## config.mk

```make
export PLATFORM = sky130hd
export DESIGN_NAME = loadcell_adc_reader
export DESIGN_NICKNAME = d
export VERILOG_FILES = /design/src/rtl/lcr_pkg.sv /design/src/rtl/lcr_sync.sv /design/src/rtl/lcr_trail_decode.sv /design/src/rtl/lcr_shift_in.sv /design/src/rtl/loadcell_adc_reader.sv
export SDC_FILE = /design/constraint.sdc
export NUM_CORES = 1
export LEC_CHECK = 0
export BUFFER_PORTS_ARGS = -buffer_cell sky130_fd_sc_hd__buf_2
export CORE_ASPECT_RATIO = 0.75
export CORE_MARGIN = 3
export CORE_UTILIZATION = 50
export DETAILED_ROUTE_END_ITERATION = 16
export PLACE_DENSITY = 0.78
export SYNTH_ARGS = -nofsm -noshare
export SYNTH_HDL_FRONTEND = slang
export SYNTH_SLANG_ARGS = --single-unit
```

## constraint.sdc

```tcl
create_clock -name clk -period 7.3 [get_ports clk]
set_input_delay 0.73 -clock clk [delete_from_list [all_inputs] [get_ports clk]]
set_output_delay 0.73 -clock clk [all_outputs]
set_load 0.02 [all_outputs]
```

## src/rtl/lcr_pkg.sv

```systemverilog
package lcr_pkg;
  typedef enum logic [2:0] {
    ST_IDLE,
    ST_WAIT,
    ST_SETUP,
    ST_HIGH,
    ST_LOW,
    ST_DONE,
    ST_TOUT,
    ST_PD
  } lcr_state_e;

  localparam int unsigned LCR_DATA_BITS = 24;
  localparam int unsigned LCR_MAX_TRAIL = 3;
endpackage

```

## src/rtl/lcr_sync.sv

```systemverilog
module lcr_sync #(
  parameter int unsigned STAGES  = 2,
  parameter logic        RST_VAL = 1'b1
) (
  input  logic clk,
  input  logic rst_n,
  input  logic d_i,
  output logic q_o
);
  logic [STAGES-1:0] chain_q;

  always_ff @(posedge clk or negedge rst_n) begin
    if (!rst_n) chain_q <= {STAGES{RST_VAL}};
    else        chain_q <= {chain_q[STAGES-2:0], d_i};
  end

  assign q_o = chain_q[STAGES-1];
endmodule

```

## src/rtl/lcr_trail_decode.sv

```systemverilog
module lcr_trail_decode #(
  parameter int unsigned DATA_BITS = 24,
  parameter int unsigned PCNT_W    = 5
) (
  input  logic [1:0]        code_i,
  output logic [PCNT_W-1:0] total_o
);
  logic [PCNT_W-1:0] extra;

  always_comb begin
    unique case (code_i)
      2'b01:   extra = PCNT_W'(2);
      2'b10:   extra = PCNT_W'(3);
      default: extra = PCNT_W'(1);
    endcase
    total_o = PCNT_W'(DATA_BITS) + extra;
  end
endmodule

```

## src/rtl/lcr_shift_in.sv

```systemverilog
module lcr_shift_in #(
  parameter int unsigned W = 24
) (
  input  logic         clk,
  input  logic         rst_n,
  input  logic         clr_i,
  input  logic         en_i,
  input  logic         bit_i,
  output logic [W-1:0] word_o
);
  logic [W-1:0] word_q, word_d;
  logic         word_en;

  always_comb begin
    word_en = clr_i | en_i;
    word_d  = clr_i ? '0 : {word_q[W-2:0], bit_i};
  end

  always_ff @(posedge clk or negedge rst_n) begin
    if (!rst_n)       word_q <= '0;
    else if (word_en) word_q <= word_d;
  end

  assign word_o = word_q;

  assert_no_clr_shift_R4: assert property (@(posedge clk) disable iff (!rst_n)
    !(clr_i && en_i));
endmodule

```

## src/rtl/loadcell_adc_reader.sv

```systemverilog
module loadcell_adc_reader
  import lcr_pkg::*;
#(
  parameter int unsigned HIGH_CYC    = 10,
  parameter int unsigned LOW_CYC     = 10,
  parameter int unsigned SETUP_CYC   = 5,
  parameter int unsigned PD_HOLD_CYC = 3100,
  parameter int unsigned TIMEOUT_CYC = 2000,
  parameter int unsigned DATA_BITS   = LCR_DATA_BITS,
  parameter int unsigned OUT_W       = 32
) (
  input  logic             clk,
  input  logic             rst_n,
  input  logic             sdata_i,
  input  logic             rd_req_i,
  input  logic [1:0]       cfg_i,
  input  logic             pd_req_i,
  output logic             sclk_o,
  output logic [OUT_W-1:0] result_o,
  output logic             result_vld_o,
  output logic             busy_o,
  output logic             powered_dn_o,
  output logic             timeout_o
);
  localparam int unsigned MAX_A   = (HIGH_CYC > LOW_CYC) ? HIGH_CYC : LOW_CYC;
  localparam int unsigned MAX_B   = (MAX_A > SETUP_CYC) ? MAX_A : SETUP_CYC;
  localparam int unsigned MAX_C   = (MAX_B > PD_HOLD_CYC) ? MAX_B : PD_HOLD_CYC;
  localparam int unsigned MAX_CNT = (MAX_C > TIMEOUT_CYC) ? MAX_C : TIMEOUT_CYC;
  localparam int unsigned CNT_W   = $clog2(MAX_CNT + 1) + 1;
  localparam int unsigned PCNT_W  = $clog2(DATA_BITS + LCR_MAX_TRAIL + 1);

  localparam logic [CNT_W-1:0]  ONE        = CNT_W'(1);
  localparam logic [CNT_W-1:0]  HIGH_LAST  = CNT_W'(HIGH_CYC - 1);
  localparam logic [CNT_W-1:0]  LOW_LAST   = CNT_W'(LOW_CYC - 1);
  localparam logic [CNT_W-1:0]  SETUP_LAST = CNT_W'(SETUP_CYC - 1);
  localparam logic [CNT_W-1:0]  PD_LAST    = CNT_W'(PD_HOLD_CYC - 1);
  localparam logic [CNT_W-1:0]  TOUT_LAST  = (TIMEOUT_CYC == 0) ? '0 : CNT_W'(TIMEOUT_CYC - 1);
  localparam logic [PCNT_W-1:0] LAST_DATA  = PCNT_W'(DATA_BITS);
  localparam logic [PCNT_W-1:0] MAX_TOTAL  = PCNT_W'(DATA_BITS + LCR_MAX_TRAIL);

  // Elaboration checks on the timing parameters
  if (HIGH_CYC >= PD_HOLD_CYC) begin : g_bad_high
    $error("HIGH_CYC must stay below PD_HOLD_CYC");
  end
  if (HIGH_CYC < 1 || LOW_CYC < 1 || SETUP_CYC < 1 || PD_HOLD_CYC < 2) begin : g_bad_len
    $error("phase lengths must be at least one cycle");
  end
  if (OUT_W <= DATA_BITS) begin : g_bad_out
    $error("OUT_W must exceed DATA_BITS");
  end

  lcr_state_e        state_q, state_d;
  logic [CNT_W-1:0]  cnt_q, cnt_d;
  logic [PCNT_W-1:0] pcnt_q, pcnt_d;
  logic [PCNT_W-1:0] total_q, total_new;
  logic              total_en;
  logic              pd_flag_q, pd_flag_d;
  logic              sclk_q, sclk_d;
  logic [OUT_W-1:0]  result_q, result_d;
  logic              result_en;
  logic              shift_en, shift_clr;
  logic              sdata_s;
  logic [DATA_BITS-1:0] word;

  lcr_sync #(.STAGES(2), .RST_VAL(1'b1)) i_sync (
    .clk   (clk),
    .rst_n (rst_n),
    .d_i   (sdata_i),
    .q_o   (sdata_s)
  );

  lcr_trail_decode #(.DATA_BITS(DATA_BITS), .PCNT_W(PCNT_W)) i_trail (
    .code_i  (cfg_i),
    .total_o (total_new)
  );

  lcr_shift_in #(.W(DATA_BITS)) i_shift (
    .clk    (clk),
    .rst_n  (rst_n),
    .clr_i  (shift_clr),
    .en_i   (shift_en),
    .bit_i  (sdata_s),
    .word_o (word)
  );

  // Next-state logic
  always_comb begin
    state_d   = state_q;
    cnt_d     = cnt_q;
    pcnt_d    = pcnt_q;
    pd_flag_d = pd_flag_q;
    total_en  = 1'b0;
    shift_en  = 1'b0;
    shift_clr = 1'b0;
    result_en = 1'b0;
    unique case (state_q)
      ST_IDLE: begin
        if (pd_req_i) begin
          state_d = ST_PD;
          cnt_d   = '0;
        end else if (rd_req_i) begin
          state_d   = ST_WAIT;
          cnt_d     = '0;
          pcnt_d    = '0;
          shift_clr = 1'b1;
          total_en  = 1'b1;
        end
      end
      ST_WAIT: begin
        if (!sdata_s) begin
          state_d = ST_SETUP;
          cnt_d   = SETUP_LAST;
        end else if (TIMEOUT_CYC != 0) begin
          if (cnt_q == TOUT_LAST) state_d = ST_TOUT;
          else                    cnt_d   = cnt_q + ONE;
        end
      end
      ST_SETUP: begin
        if (cnt_q == '0) begin
          state_d = ST_HIGH;
          cnt_d   = HIGH_LAST;
        end else begin
          cnt_d = cnt_q - ONE;
        end
      end
      ST_HIGH: begin
        if (cnt_q == '0) begin
          state_d = ST_LOW;
          cnt_d   = LOW_LAST;
          pcnt_d  = pcnt_q + PCNT_W'(1);
        end else begin
          cnt_d = cnt_q - ONE;
        end
      end
      ST_LOW: begin
        if (cnt_q == '0) begin
          shift_en = (pcnt_q <= LAST_DATA);
          if (pcnt_q == total_q) begin
            state_d   = ST_DONE;
            result_en = 1'b1;
          end else begin
            state_d = ST_HIGH;
            cnt_d   = HIGH_LAST;
          end
        end else begin
          cnt_d = cnt_q - ONE;
        end
      end
      ST_DONE: state_d = ST_IDLE;
      ST_TOUT: state_d = ST_IDLE;
      ST_PD: begin
        if (!pd_req_i) begin
          state_d   = ST_IDLE;
          pd_flag_d = 1'b0;
        end else if (cnt_q == PD_LAST) begin
          pd_flag_d = 1'b1;
        end else begin
          cnt_d = cnt_q + ONE;
        end
      end
      default: state_d = ST_IDLE;
    endcase
    sclk_d   = (state_d == ST_HIGH) || (state_d == ST_PD);
    result_d = {{(OUT_W-DATA_BITS){word[DATA_BITS-1]}}, word};
  end

  // Registers
  always_ff @(posedge clk or negedge rst_n) begin
    if (!rst_n) begin
      state_q   <= ST_IDLE;
      cnt_q     <= '0;
      pcnt_q    <= '0;
      pd_flag_q <= 1'b0;
      sclk_q    <= 1'b0;
    end else begin
      state_q   <= state_d;
      cnt_q     <= cnt_d;
      pcnt_q    <= pcnt_d;
      pd_flag_q <= pd_flag_d;
      sclk_q    <= sclk_d;
    end
  end

  always_ff @(posedge clk or negedge rst_n) begin
    if (!rst_n)        total_q <= '0;
    else if (total_en) total_q <= total_new;
  end

  always_ff @(posedge clk or negedge rst_n) begin
    if (!rst_n)         result_q <= '0;
    else if (result_en) result_q <= result_d;
  end

  assign sclk_o       = sclk_q;
  assign result_o     = result_q;
  assign result_vld_o = (state_q == ST_DONE);
  assign busy_o       = (state_q == ST_WAIT) || (state_q == ST_SETUP) || (state_q == ST_HIGH)
                     || (state_q == ST_LOW) || (state_q == ST_DONE);
  assign powered_dn_o = pd_flag_q;
  assign timeout_o    = (state_q == ST_TOUT);

  // Checker state: length of the current read-pulse high run
  logic [CNT_W-1:0] hi_run_q;
  always_ff @(posedge clk or negedge rst_n) begin
    if (!rst_n)                         hi_run_q <= '0;
    else if (sclk_q && state_q != ST_PD) hi_run_q <= hi_run_q + ONE;
    else                                 hi_run_q <= '0;
  end

  assert_high_bounded_R3: assert property (@(posedge clk) disable iff (!rst_n)
    (sclk_q && state_q != ST_PD) |-> (hi_run_q < CNT_W'(HIGH_CYC)));
  assert_wait_quiet_R1: assert property (@(posedge clk) disable iff (!rst_n)
    (state_q == ST_WAIT) |-> !sclk_o);
  assert_vld_single_R6: assert property (@(posedge clk) disable iff (!rst_n)
    result_vld_o |=> !result_vld_o);
  assert_pulse_total_R5: assert property (@(posedge clk) disable iff (!rst_n)
    result_vld_o |-> (pcnt_q == total_q && total_q > LAST_DATA && total_q <= MAX_TOTAL));
  assert_pd_clock_high_R8: assert property (@(posedge clk) disable iff (!rst_n)
    powered_dn_o |-> sclk_o);
  assert_no_pd_in_read_R9: assert property (@(posedge clk) disable iff (!rst_n)
    (busy_o && pd_req_i) |=> !powered_dn_o);
  assert_timeout_exit_R10: assert property (@(posedge clk) disable iff (!rst_n)
    timeout_o |=> (!busy_o && !sclk_o));
endmodule

```

==> results by group <==
Status
  • Status: finished clean

Timing
  • Setup repair after global routing missed its margin: no
  • Final setup skew: 3.352 ps
  • Number of pins exceeding their max-slew limit in the final report: 0
  • Setup Viol. Count Final: 0
  • Total negative setup slack: 0 ps
  • Post-route clock period utilization: 44.36%
  • F_max: 308.8 MHz
  • Worst-margin pin slew: 1108 ps
  • Final hold viol count: 0
  • Period minus WS final: 3239 ps
  • Relative slew margins: 25.90%

Clock tree
  • Resized cells post-CTS: 0
  • Buffer depth of the longest clock path: 2
  • Clock network latency to the later pin of the worst-skew pair: 340 ps
  • Number of H-tree levels: 3
  • Number of buffers inserted to repair setup after CTS: 0
  • Clk slew on worst S/H paths: 60 ps
  • CTS tree: built
  • Inserted Clock Buffers: 9
  • Root cell of the clock tree: clkbuf_16
  • Clock Sink Count: 76
  • Hold Buf Count CTS: 0

Logic synthesis
  • Async set or reset register ratio after synthesis: 100.0%
  • Flip-flop cell with the highest count after synthesis: dfrtp_1
  • Count of unique library cells instantiated by Yosys: 62
  • EDFF count, synth: 0
  • Synthesized cell area: 4317 µm²
  • Flops & latches, synth: 76
  • Number of warnings issued by yosys: 0
  • Average instance area after synthesis: 9.946 µm²
  • Part of the Yosys area used for sequential elements: 44.12%
  • Net Count, Synth: 446
  • Post-Synthesis Cells: 434

Floorplanning
  • Placeable core region: 8128 µm²
  • Chip Width: 113.3 µm
  • Initial core utilization: 53.11%
  • Height of the chip: 86.47 µm
  • Die Footprint: 9796 µm²
  • Std cell rows: 28
  • Number of top-level design ports: 44

Worst setup path
  • Worst Setup Start Kind: flop
  • Required time of the worst setup path: 7550 ps
  • Register-to-Register Path Depth: 7
  • R2r startpoint: cnt_q[1]
  • WP buf/inv: 1
  • Worst reg2reg path endpoint: cnt_q[9]
  • Worst path slowest cell: and4bb_2
  • Worst path top cell family by delay: simple AND/OR/NAND/NOR gates
  • Largest fanout on the critical path: 33
  • Largest stage delay, worst path: 850 ps
  • Reg-to-reg slack, setup: 4060 ps
  • Setup Crit Path Kind: flop to flop
  • CP cell instances: inv_1, ha_1, or3b_1, nor4_4, and4bb_2, or3_1, mux2i_1
  • Kind of capture point of the worst setup path: flop
  • Worst Path Arrival: 3490 ps

Placed design
  • Final RePlAce weighted congestion: 1.066
  • HPWL Detailed: 6383 µm
  • Total instance count after detailed placement: 545
  • Port-buffer cells: 43

Global routing
  • Global-route track usage on met1: 28.91%
  • Met3 demand-to-capacity share in global routing: 7.537%
  • Largest net degree at the start of global routing: 77
  • First-pass GRT wire length: 16,160 µm
  • Antenna violations before repair: 0
  • Number of global-route vias before repair: 3,265
  • Sum of overflow across all layers after global routing: 0
  • Met2 track utilization from global routing: 30.70%
  • Global-route layer with the greatest usage: met2
  • Aggregate global-route resource usage: 20.87%

Power
  • IR Drop Worst-Case VDD: 0.1371 mV
  • Pwr Density: 179.5 nW/µm²
  • Final Total Pwr: 849.0 µW
  • Static Leak: 2.064 nW

Drt
  • First-pass DRT Iterations: 4
  • Antenna viol nets, final: 0
  • Count of unresolved DRC violations after routing: 0
  • Drt wl/cell: 17.06 µm
  • Avg Vias per Cell: 5.920
  • Vias post-DR: 3,321
  • Aggregate routed wire length: 9570 µm
  • Iter 0 DRT Violations: 170

Final layout
  • Most common cell after layout, fill and taps aside: dfrtp_1
  • Final-stage net count: 463
  • Growth of design area from synthesis to finish: 9.565%
  • # fillers: 691
  • Post-route insts no fill: 561
  • Layout cells sized above 1: 22.59%
  • Number of inserted diodes: 0
  • Highest-count cells in the layout ignoring fill and taps: 74 x dfrtp_1, 45 x nand2_1, 42 x buf_2

Hold path
  • Source of the worst hold timing path: i_sync.chain_q[0]
  • WHS Path Cells: 0
  • Worst Hold Class: flop to flop
  • Min-Delay Endpoint: i_sync.chain_q[1]

Run
  • Maximum capacitance violations: 0
## worst max-delay path by stage
stage / depth (start not counted) / end / start
2_1_floorplan: 9 / result_o[1] / cnt_q[0]
3_3_place_gp: 5 / cnt_q[11] / state_q[2]
3_5_place_dp: 7 / cnt_q[4] / cnt_q[1]
4_1_cts: 8 / i_shift.word_o[10] / cnt_q[1]
5_1_grt: 7 / cnt_q[4] / cnt_q[1]
6_report: 7 / cnt_q[9] / cnt_q[1]
## metal layers
metal  share of wire, %  up-vias  routed length [µm]
met1                 46     1608                4358
met3                7.8       15                 748
met2                 45      104                4350
li1                   -     1594                   -
met4                1.2        0                 112
met5                  0        -                   0
## report_power, final
group | switching, mW | internal [mW] | total [mW]
combinational | 0.00942 | 0.00189 | 0.0113
sequential | 0.000683 | 0.422 | 0.423
clock | 0.176 | 0.239 | 0.415
total | 0.186 | 0.663 | 0.849
## cells by family (layout without fill, tap and decap cells)
group                    count (synthesis)  after routing  synth area share [%]
AND/OR/NAND/NOR                        139            139                 17.71
AO/OA/AOI/OAI                           79             79                 13.45
flip-flops                              76             76                 44.12
buffers and inverters                   73             95                 8.377
multiplexers                            56             56                 13.68
XOR/XNOR                                 6              6                 1.218
adder cells (fa/ha/maj)                  5              5                 1.449
## layout make-up
cell class                 instances  area, µm²  area share (%)
inverter                          33      123.9           2.619
clock buffer                      10      239.0           5.053
timing repair buffer              46      240.2           5.079
multi-input combinational        285       2051           43.36
sequential                        76       1904           40.26
tap                              105      131.4           2.778
clock inverter                     6      40.04          0.8466
## through the flow
step | hold slack (ps) | instance area [µm²] | setup WS [ps] | utilization, %
floorplan | 345.2 | 4317 | 4803 | -
global placement | 345.8 | 4451 | 4220 | 54.76
detailed placement | 347.2 | 4451 | 4087 | 54.76
CTS | 355.6 | 4730 | 4067 | 58.19
global route | 361.2 | 4730 | 3855 | 58.19
finish | 354.6 | 4730 | 4061 | 58.19
## flip-flops by register name (all words and copies together), names as in the netlist
register / flops
i_shift.word_o: 24
total_q: 3
result_o: 24
cnt_q: 13
powered_dn_o: 1
pcnt_q: 5
i_sync.chain_q: 2
state_q: 3
sclk_o: 1
## cells in the mapped netlist, drive strengths merged (3+ instances only)
| library cell | n | share of area, % |
|---|---|---|
| nor4 | 9 | 1.7 |
| o32ai | 4 | 0.81 |
| a21o | 3 | 0.52 |
| buf | 20 | 3.8 |
| mux2 | 24 | 6.3 |
| o21ai | 19 | 2.5 |
| nand2 | 45 | 3.9 |
| or3 | 9 | 1.4 |
| or2 | 5 | 0.72 |
| xnor2 | 3 | 0.61 |
| nand4 | 3 | 0.43 |
| a31oi | 4 | 0.93 |
| nand3 | 13 | 1.5 |
| nor3 | 13 | 1.5 |
| inv | 33 | 2.9 |
| nor2 | 14 | 1.4 |
| nand2b | 3 | 0.43 |
| o211ai | 8 | 1.4 |
| mux2i | 32 | 7.4 |
| a21oi | 12 | 1.4 |
| clkbuf | 20 | 1.7 |
| o311ai | 7 | 1.4 |
| dfrtp | 74 | 43 |
| ha | 5 | 1.4 |
| o22a | 3 | 0.61 |
| xor2 | 3 | 0.61 |
| or4 | 6 | 1.2 |
| and3 | 6 | 0.87 |
Note: power is estimated with default switching activity, not from simulation.
